### config.mk
export PLATFORM = sky130hd
export DESIGN_NAME = can_irq_cmd
export DESIGN_NICKNAME = d
export VERILOG_FILES = /design/src/rtl/ccic_pkg.sv /design/src/rtl/ccic_tx_fsm.sv /design/src/rtl/ccic_cmd_decode.sv /design/src/rtl/ccic_irq_gen.sv /design/src/rtl/can_irq_cmd.sv
export SDC_FILE = /design/constraint.sdc
export NUM_CORES = 1
export LEC_CHECK = 0
export BUFFER_PORTS_ARGS = -buffer_cell sky130_fd_sc_hd__buf_2
export CORE_MARGIN = 2
export CORE_UTILIZATION = 62
export CTS_BUF_LIST = sky130_fd_sc_hd__clkbuf_16
export CTS_CLUSTER_SIZE = 16
export DETAILED_ROUTE_END_ITERATION = 12
export PLACE_DENSITY = 0.81
export SYNTH_ARGS = -nofsm -noshare
export SYNTH_HDL_FRONTEND = slang
export SYNTH_SLANG_ARGS = --single-unit
### constraint.sdc
create_clock -name clk -period 4.8 [get_ports clk]
set_input_delay 0.96 -clock clk [delete_from_list [all_inputs] [get_ports clk]]
set_output_delay 0.96 -clock clk [all_outputs]
set_load 0.03 [all_outputs]
### src/rtl/ccic_pkg.sv
package ccic_pkg;

    localparam int BYTE_W = 8;
    localparam int MODE_W = 5;

    // register offsets shared by both maps
    localparam int OFS_MODE   = 0;
    localparam int OFS_CMD    = 1;
    localparam int OFS_STAT   = 2;
    localparam int OFS_INT    = 3;
    localparam int OFS_IEN    = 4;

    // extended map windows
    localparam int EXT_TXB0     = 16;
    localparam int EXT_ZERO_LO  = 5;
    localparam int EXT_ZERO_HI  = 28;
    // basic map windows
    localparam int BAS_TXB0     = 10;
    localparam int BAS_ZERO_LO  = 4;
    localparam int BAS_ZERO_HI  = 29;

    // status bit positions
    localparam int SB_RXFULL = 0;
    localparam int SB_OVR    = 1;
    localparam int SB_TXFREE = 2;
    localparam int SB_TXDONE = 3;
    localparam int SB_TXING  = 5;

    // interrupt bit positions
    localparam int IB_RX  = 0;
    localparam int IB_TX  = 1;
    localparam int IB_OVR = 3;

    // command bit positions
    localparam int CB_TX   = 0;
    localparam int CB_REL  = 2;
    localparam int CB_CLRO = 3;

    // reset values
    localparam logic [MODE_W-1:0] MODE_RST  = 5'h01;
    localparam logic [MODE_W-1:0] CTRL_RST  = 5'h01;
    localparam logic [BYTE_W-1:0] STE_RST   = 8'h3C;
    localparam logic [BYTE_W-1:0] STB_RST   = 8'h0C;

    // software reset masks
    localparam logic [MODE_W-1:0] SWR_MODE_CLR = 5'h11;
    localparam logic [BYTE_W-1:0] SWR_STAT_CLR = 8'h37;
    localparam logic [BYTE_W-1:0] SWR_STAT_SET = 8'h34;

    typedef enum logic [0:0] {
        TX_IDLE = 1'b0,
        TX_SEND = 1'b1
    } tx_state_e;

endpackage

### src/rtl/ccic_tx_fsm.sv
module ccic_tx_fsm
    import ccic_pkg::*;
(
    input  logic clk,
    input  logic rst_n,
    input  logic tx_go,
    input  logic tx_done,
    output logic busy,
    output logic tx_finish
);

    tx_state_e state_q, state_d;

    always_ff @(posedge clk) begin
        if (!rst_n) state_q <= TX_IDLE;
        else        state_q <= state_d;
    end

    always_comb begin
        state_d   = state_q;
        busy      = 1'b0;
        tx_finish = 1'b0;
        unique case (state_q)
            TX_IDLE: begin
                if (tx_go) state_d = TX_SEND;
            end
            TX_SEND: begin
                busy = 1'b1;
                if (tx_done) begin
                    tx_finish = 1'b1;
                    state_d   = TX_IDLE;
                end
            end
            default: state_d = TX_IDLE;
        endcase
    end

endmodule

### src/rtl/ccic_cmd_decode.sv
module ccic_cmd_decode (
    input  logic wr_cmd,
    input  logic bit_tx,
    input  logic bit_rel,
    input  logic bit_clro,
    input  logic busy,
    input  logic pending,
    output logic tx_go,
    output logic rel_go,
    output logic clro_go
);

    always_comb begin
        tx_go   = wr_cmd && bit_tx && !busy;
        rel_go  = wr_cmd && bit_rel && pending;
        clro_go = wr_cmd && bit_clro;
    end

endmodule

### src/rtl/ccic_irq_gen.sv
module ccic_irq_gen
    import ccic_pkg::*;
#(
    parameter int BAS_W = 4
) (
    input  logic              ext_mode,
    input  logic [BYTE_W-1:0] ext_en,
    input  logic [BYTE_W-1:0] ext_ir,
    input  logic [BAS_W-1:0]  bas_en,
    input  logic [BAS_W-1:0]  bas_ir,
    output logic              irq
);

    logic [BYTE_W-1:0] hit_e;
    logic [BAS_W-1:0]  hit_b;

    for (genvar g = 0; g < BYTE_W; g++) begin : g_ext
        assign hit_e[g] = ext_en[g] & ext_ir[g];
    end

    for (genvar g = 0; g < BAS_W; g++) begin : g_bas
        assign hit_b[g] = bas_en[g] & bas_ir[g];
    end

    assign irq = ext_mode ? (|hit_e) : (|hit_b);

endmodule

### src/rtl/can_irq_cmd.sv
module can_irq_cmd
    import ccic_pkg::*;
#(
    parameter int ADDR_W = 5
) (
    input  logic              clk,
    input  logic              rst_n,
    input  logic              ext_mode,
    input  logic [ADDR_W-1:0] bus_addr,
    input  logic              bus_wr,
    input  logic              bus_rd,
    input  logic [7:0]        bus_wdata,
    output logic [7:0]        bus_rdata,
    input  logic              evt_tx_done,
    input  logic              evt_rx_stored,
    input  logic              evt_overrun,
    input  logic              evt_rx_empty,
    output logic              irq,
    output logic              tx_req,
    output logic              rx_release,
    output logic              ovr_clear
);

    localparam int BAS_IW = MODE_W - 1;

    logic [MODE_W-1:0] mode_q, mode_d, ctrl_q, ctrl_d;
    logic [BYTE_W-1:0] sts_e_q, sts_e_d, sts_b_q, sts_b_d;
    logic [BYTE_W-1:0] ir_e_q, ir_e_d, ir_b_q, ir_b_d;
    logic [BYTE_W-1:0] ier_q, ier_d;
    logic              pend_q, pend_d;
    logic [BYTE_W-1:0] rdata_q, rd_mux;
    logic              tx_req_q, rel_q, clro_q;

    logic [BYTE_W-1:0] act_sts, act_ir;
    logic              oper, sw_rst;
    logic              tx_go, rel_go, clro_go, busy, tx_finish;
    logic              hit_mode, hit_cmd, hit_ien, hit_txb, rd_int;
    int unsigned       a_idx;

    assign a_idx    = 32'(bus_addr);
    assign hit_mode = (a_idx == OFS_MODE);
    assign hit_cmd  = (a_idx == OFS_CMD);
    assign hit_ien  = (a_idx == OFS_IEN) && ext_mode;
    assign hit_txb  = ext_mode ? (a_idx == EXT_TXB0) : (a_idx == BAS_TXB0);
    assign rd_int   = bus_rd && (a_idx == OFS_INT);

    ccic_cmd_decode u_dec (
        .wr_cmd   (bus_wr && hit_cmd),
        .bit_tx   (bus_wdata[CB_TX]),
        .bit_rel  (bus_wdata[CB_REL]),
        .bit_clro (bus_wdata[CB_CLRO]),
        .busy     (busy),
        .pending  (pend_q),
        .tx_go    (tx_go),
        .rel_go   (rel_go),
        .clro_go  (clro_go)
    );

    ccic_tx_fsm u_fsm (
        .clk       (clk),
        .rst_n     (rst_n),
        .tx_go     (tx_go),
        .tx_done   (evt_tx_done),
        .busy      (busy),
        .tx_finish (tx_finish)
    );

    ccic_irq_gen #(.BAS_W(BAS_IW)) u_irq (
        .ext_mode (ext_mode),
        .ext_en   (ier_q),
        .ext_ir   (ir_e_q),
        .bas_en   (ctrl_q[MODE_W-1:1]),
        .bas_ir   (ir_b_q[BAS_IW-1:0]),
        .irq      (irq)
    );

    // next-state of all registers; later statements take priority
    always_comb begin
        mode_d  = mode_q;
        ctrl_d  = ctrl_q;
        ier_d   = ier_q;
        sts_e_d = sts_e_q;
        sts_b_d = sts_b_q;
        ir_e_d  = ir_e_q;
        ir_b_d  = ir_b_q;
        pend_d  = pend_q;
        sw_rst  = 1'b0;
        act_sts = ext_mode ? sts_e_q : sts_b_q;
        act_ir  = ext_mode ? ir_e_q  : ir_b_q;
        oper    = ext_mode ? !mode_q[0] : !ctrl_q[0];

        // read-to-clear, receive bit re-armed while a message waits
        if (rd_int) act_ir = {{(BYTE_W-1){1'b0}}, pend_q};

        if (bus_wr && hit_mode) begin
            if (ext_mode) begin
                mode_d = bus_wdata[MODE_W-1:0];
                if (mode_q[0] && !bus_wdata[0]) pend_d = 1'b0;
            end else begin
                ctrl_d = bus_wdata[MODE_W-1:0];
                if (ctrl_q[0] && !bus_wdata[0])       pend_d = 1'b0;
                else if (!ctrl_q[0] && !bus_wdata[0]) sw_rst = 1'b1;
            end
        end

        if (bus_wr && hit_ien) ier_d = bus_wdata;

        if (bus_wr && hit_txb && oper) act_sts[SB_TXING] = 1'b1;

        if (tx_go) begin
            act_sts[SB_TXFREE] = 1'b0;
            act_sts[SB_TXDONE] = 1'b0;
        end

        if (clro_go) begin
            act_sts[SB_OVR] = 1'b0;
            act_ir[IB_OVR]  = 1'b0;
        end

        if (tx_finish) begin
            act_sts[SB_TXFREE] = 1'b1;
            act_sts[SB_TXDONE] = 1'b1;
            act_sts[SB_TXING]  = 1'b0;
            act_ir[IB_TX]      = 1'b1;
        end

        if (evt_rx_stored && oper) begin
            pend_d             = 1'b1;
            act_sts[SB_RXFULL] = 1'b1;
            act_ir[IB_RX]      = 1'b1;
        end

        if (evt_overrun && oper) begin
            act_sts[SB_OVR] = 1'b1;
            act_ir[IB_OVR]  = 1'b1;
        end

        if (evt_rx_empty) begin
            pend_d             = 1'b0;
            act_sts[SB_RXFULL] = 1'b0;
            act_ir[IB_RX]      = 1'b0;
        end

        if (ext_mode) begin
            sts_e_d = act_sts;
            ir_e_d  = act_ir;
        end else begin
            sts_b_d = act_sts;
            ir_b_d  = act_ir;
        end

        if (sw_rst) begin
            mode_d  = (mode_q & ~SWR_MODE_CLR) | MODE_RST;
            sts_e_d = (sts_e_q & ~SWR_STAT_CLR) | SWR_STAT_SET;
            pend_d  = 1'b0;
        end
    end

    // read multiplexer
    always_comb begin
        rd_mux = 8'hFF;
        if (a_idx == OFS_MODE)      rd_mux = ext_mode ? BYTE_W'(mode_q) : BYTE_W'(ctrl_q);
        else if (a_idx == OFS_CMD)  rd_mux = 8'h00;
        else if (a_idx == OFS_STAT) rd_mux = ext_mode ? sts_e_q : sts_b_q;
        else if (a_idx == OFS_INT)  rd_mux = ext_mode ? ir_e_q : ir_b_q;
        else if (ext_mode) begin
            if (a_idx == OFS_IEN) rd_mux = ier_q;
            else if (a_idx >= EXT_ZERO_LO && a_idx <= EXT_ZERO_HI) rd_mux = 8'h00;
        end else begin
            if (a_idx >= BAS_ZERO_LO && a_idx <= BAS_ZERO_HI) rd_mux = 8'h00;
        end
    end

    always_ff @(posedge clk) begin
        if (!rst_n) begin
            mode_q   <= MODE_RST;
            ctrl_q   <= CTRL_RST;
            ier_q    <= '0;
            sts_e_q  <= STE_RST;
            sts_b_q  <= STB_RST;
            ir_e_q   <= '0;
            ir_b_q   <= '0;
            pend_q   <= 1'b0;
            rdata_q  <= '0;
            tx_req_q <= 1'b0;
            rel_q    <= 1'b0;
            clro_q   <= 1'b0;
        end else begin
            mode_q   <= mode_d;
            ctrl_q   <= ctrl_d;
            ier_q    <= ier_d;
            sts_e_q  <= sts_e_d;
            sts_b_q  <= sts_b_d;
            ir_e_q   <= ir_e_d;
            ir_b_q   <= ir_b_d;
            pend_q   <= pend_d;
            if (bus_rd) rdata_q <= rd_mux;
            tx_req_q <= tx_go;
            rel_q    <= rel_go;
            clro_q   <= clro_go;
        end
    end

    assign bus_rdata  = rdata_q;
    assign tx_req     = tx_req_q;
    assign rx_release = rel_q;
    assign ovr_clear  = clro_q;

endmodule

== Yosys cells after proc, flatten, opt, wreduce, memory -nomap -nowiden ==
Index checks and enable logic that the tools add are counted.

* Output and inout bits: 12
* Input port bits: 22
* Bits in registers: 63
* Logic and storage cells: 120

* Muxes and demuxes: 43
* Bitwise operators: 16
* Reduce and logical (&&, ||, !) cells: 35
* Equality and inequality tests: 7
* Magnitude comparators: 4

{| class="wikitable"
|+ Operators with widths
! cell !! count
|-
| $mux 8 || 11
|-
| $logic_not 32->1 || 1
|-
| $mux 1 || 28
|-
| $logic_and 1x1->1 || 19
|-
| $and 1x1->1 || 12
|-
| $eq 5x2->1 const B || 2
|-
| $ge 5x3->1 const B || 2
|-
| $le 5x5->1 const B || 2
|-
| $reduce_or 8->1 || 1
|-
| $reduce_and 2->1 || 3
|-
| $reduce_and 3->1 || 2
|-
| $eq 5x1->1 const B || 1
|-
| $eq 5x3->1 const B || 1
|-
| $eq 5x4->1 const B || 1
|-
| $eq 5x5->1 const B || 1
|-
| $mux 5 || 1
|-
| $logic_not 1->1 || 4
|-
| $mux 2 || 2
|-
| $not 1->1 || 4
|-
| $reduce_or 4->1 || 1
|-
| $ne 3x1->1 const B || 1
|-
| $reduce_bool 3->1 || 1
|-
| $reduce_or 3->1 || 1
|-
| $pmux 1 s2 || 1
|-
| other kinds (2) || 2
|}

== Depth between registers and ports, before layout ==
* Depth in word-level cells: 9
* Depth in mapped cells: 7

== By module ==
From an unflattened synthesis, not the netlist that was laid out.

* Cells, all modules: 313
* Area, all modules: 2956.6 um^2

{| class="wikitable"
|+ Modules (own cells, without submodules)
! module !! area each (um^2) !! cells each !! instances
|-
| can_irq_cmd || 2816.5 || 297 || 1
|-
| ccic_irq_gen || 60.1 || 8 || 1
|-
| ccic_tx_fsm || 58.8 || 5 || 1
|-
| ccic_cmd_decode || 21.3 || 3 || 1
|}

== Worst setup path after synthesis ==
Ideal clock, no wire load.

* Path type: input port to output port
* Start: input ext_mode
* End: output irq
* Required time: 3.840 ns
* Path buffers: 4
* Path slack: 1.383 ns
* Arrival: 2.457 ns
* Cell stages on the path: 6
* Cells stage by stage: buf_2 -> buf_2 -> buf_2 -> buf_1 -> a21oi_1 -> a21oi_1

* Longest elaborated chain between the ends: 1

{| class="wikitable"
|+ Ends and longest elaborated chain
! element !! RTL line !! text
|-
| start: declaration || can_irq_cmd.sv:8 || <nowiki>input logic ext_mode,</nowiki>
|-
| $mux 1 || ccic_irq_gen.sv:25 || <nowiki>assign irq = ext_mode ? (|hit_e) : (|hit_b);</nowiki>
|-
| end: declaration || can_irq_cmd.sv:18 || <nowiki>output logic irq,</nowiki>
|}

Every way passes these cells.

== Worst setup path after layout ==
Ends and elaborated chain as after synthesis.

==> flow_summary.rst <==
.. list-table::
   :header-rows: 1

   * - Metric
     - Value
   * - Result of the run
     - finished, final reports clean
   * - Final hold slack
     - 428.6 ps
   * - Count of cells along the worst register-to-register path
     - 5
   * - Most area-hungry cell type in the Yosys netlist
     - dfxtp_1
   * - Post-CTS setup-driven buffer insertion count
     - 0
   * - Starting density of the core
     - 64.97%
   * - Critical Path Source Type
     - input pin
   * - WHS Endpoint
     - ir_b_q[7]$_SDFFE_PN0N_
   * - Vias post-DR
     - 2668
   * - Number of design rule violations left after detail routing
     - 0
   * - Worst min-delay path startpoint
     - ir_b_q[7]$_SDFFE_PN0N_
   * - Clock sinks
     - 63
   * - Avg Vias per Cell
     - 6.555
   * - Clock Pin Slew Worst Setup and Hold Paths
     - 50 ps
   * - Setup repair after global routing missed its margin
     - no
   * - Worst-case clock buffer depth
     - 2
   * - RD Place Congestion
     - 0.8733
   * - Transition time at the pin with the least slew margin
     - 575.3 ps
   * - Number of buffers inserted during clock tree synthesis
     - 9
   * - Endpoint of the worst-slack reg-to-reg timing path
     - sts_b_q[5]$_SDFFE_PN0N_
   * - Most used standard cell by instance count after synthesis
     - dfxtp_1
   * - Final critical-path required period
     - 3194 ps
   * - Clk Tree Root Cell
     - clkbuf_16
   * - Die width
     - 72.01 um
   * - Final setup skew
     - 6.185 ps
   * - FFs w/ async S/R, synth
     - 0%
   * - Htree depth
     - 3
   * - Number of failing hold endpoints at the final stage
     - 0
   * - Average cell area after synthesis
     - 8.824 um^2
   * - Core region area
     - 0.004414 mm^2
   * - List of most frequent post-synthesis cells
     - 63 x dfxtp_1, 32 x nor2_1, 30 x nand2_1
   * - Data arrival at the endpoint of the critical path
     - 2230 ps
   * - Portion of synthesized cell area occupied by the leading cell type
     - 43.98%
   * - Number of setup violations in the final report
     - 0
   * - Leakage component of the power
     - 1.363 nW
   * - Number of cells upsized or downsized after cts
     - 0
   * - Warning count from the yosys run
     - 0
   * - Worst Path Max Fanout
     - 37
   * - # diodes
     - 0
   * - DR WL/cell
     - 18.40 um
   * - Fin. max-slew vios
     - 0
   * - Worst path required time
     - 3840 ps
   * - Initial antenna violation count
     - 0
   * - Wire length of the first global-routing pass
     - 11990 um
   * - Startpoint of the lowest-slack register-to-register path
     - ctrl_q[0]$_SDFFE_PN1P_
   * - Flop and latch count out of synthesis
     - 63
   * - Post-route setup TNS
     - 0 ps
   * - Number of nets in the finished design
     - 372
   * - Library cells used by synthesis
     - 52
   * - Maximum VDD drop
     - 283.7 uV
   * - Post-synthesis to final-layout area growth
     - 14.22%
   * - Residual antenna-violating net count after detailed routing
     - 0
   * - Area of the die
     - 0.005185 mm^2
   * - Number of placement rows
     - 24
   * - Share of post-route cells with drive strength above 1
     - 17.75%
   * - Sequential fraction of the synthesis area
     - 43.98%
   * - Number of enable-type register cells in the synthesized netlist
     - 0
   * - CTS tree
     - done
   * - Number of buffers inserted for hold repair after clock tree synthesis
     - 0
   * - Iter 0 DRT Violations
     - 450
   * - Leading register cell type out of synthesis
     - dfxtp_1
   * - Post-synth net total
     - 347
   * - Category of the most critical setup path
     - in -> out
   * - Setup slack of the worst register-to-register path
     - 3160 ps
   * - Total wire length after detailed routing
     - 7488 um
   * - Top area cells in the synthesized netlist
     - dfxtp_1 44%, mux2i_1 6.3%, a21oi_1 4.4%, o21ai_0 4.2%, nor2_1 4.2%
   * - Remaining global-route overflow
     - 0
   * - Fill cell instance count of the final layout
     - 349
   * - Count of boundary I/O pins
     - 34
   * - Vias in the first global route
     - 2340
   * - Synthesized cell area
     - 0.002868 mm^2
   * - Overall fraction of global-route tracks in use
     - 30.89%
   * - Tightest slew margin relative to the limit
     - 61.52%
   * - Category of the worst setup path capture point
     - output pin
   * - Period Utilization, post-route
     - 66.53%
   * - Total power draw
     - 1.186 mW
   * - Number of violations of the max-capacitance limit
     - 0
   * - Max Clk Rate
     - 313.1 MHz
   * - Clock network latency to the later pin of the worst-skew pair
     - 330 ps
   * - Number of standard cells after synthesis
     - 325
   * - Worst hold path cell count
     - 2
   * - Power per cell area
     - 361.9 mW/mm^2
   * - Post-DP HPWL
     - 4964 um
   * - DIE HEIGHT
     - 72.01 um
   * - Tightest Hold Check Type
     - reg -> reg
   * - IO Port Bufs
     - 33
   * - Number of detailed-routing iterations run before antenna repair
     - 5
   * - Pin count of the biggest net entering global routing
     - 38
logic make-up after synthesis:
logic type	share of synthesized area (%)
buffers and inverters	4.799
multiplexers	11.39
flip-flops	43.98
AO/OA/AOI/OAI	20.68
AND/OR/NAND/NOR	19.15
critical path: stages:
cell and delay, ps:
buf_2 310, buf_4 460, a21oi_1 90, a21oi_1 180, buf_2 220
how the worst max path moves through the flow:
stage / from / end / cells past startpoint
global route: ext_mode / irq / 5
finish: ext_mode / irq / 5
global placement: ext_mode / irq / 5
detailed placement: ext_mode / irq / 5
floorplan: ext_mode / irq / 6
CTS: ext_mode / irq / 5
per-layer routing:
layer  track usage, %  vias to the layer above  share of wire (%)
met1            43.62                     1228                 41
met5                0                        -                  0
met3            6.528                       29                 11
met2            43.93                      179                 44
met4            17.61                        0                4.0
li1                 -                     1232                  -
power by group:
group	switching (mW)	internal [mW]	leakage, nW
sequential	0.00348	0.530	0.509
combinational	0.0665	0.0293	0.715
clock	0.217	0.340	0.139
total	0.287	0.899	1.36
final cells by class:
| class | count | area [um^2] | share of cell area (%) |
|---|---|---|---|
| well taps | 52 | 65.06 | 1.986 |
| repair buffers | 35 | 180.2 | 5.500 |
| clock buffers | 9 | 225.2 | 6.875 |
| inverters | 11 | 41.29 | 1.261 |
| clock inverters | 7 | 33.78 | 1.031 |
| flip-flops and latches | 63 | 1261 | 38.50 |
| multi-input cells | 230 | 1469 | 44.84 |
registers in the layout, indices dropped and copies added, names as in the netlist:
register / cells
rx_release: 1
tx_req: 1
u_fsm.state_q: 1
ier_q: 8
ir_e_q: 8
sts_b_q: 8
ctrl_q: 5
mode_q: 5
sts_e_q: 8
pend_q: 1
ovr_clear: 1
bus_rdata: 8
ir_b_q: 8
placed cells by master, fill, tap and decap left out, types with 3 or more instances in the layout:
cell	netlist	layout
and2_1	10	10
inv_1	10	13
clkinv_2	0	3
nand2_1	30	30
nor3_1	3	3
nor2_1	32	32
a31oi_1	8	8
or3_1	3	3
nand3_1	12	12
clkbuf_16	0	9
mux2i_1	18	18
mux2_2	5	5
a22oi_1	3	3
dfxtp_1	63	63
a21oi_1	25	25
mux4_2	4	4
o21ai_0	24	24
a211oi_1	4	4
buf_2	8	33
nand3b_1	4	4
o31ai_1	7	7
metrics by stage:
step / util [%] / instances / worst slack [ps] / cell area (um^2)
after floorplan: - / 325 / 1383 / 2868
after global placement: 68.34 / 391 / 1693 / 3017
after detailed placement: 68.34 / 391 / 1644 / 3017
after CTS: 74.21 / 407 / 1631 / 3276
after global routing: 74.21 / 407 / 1546 / 3276
final: 74.21 / 407 / 1606 / 3276
Note: power is estimated with default switching activity, not from simulation.
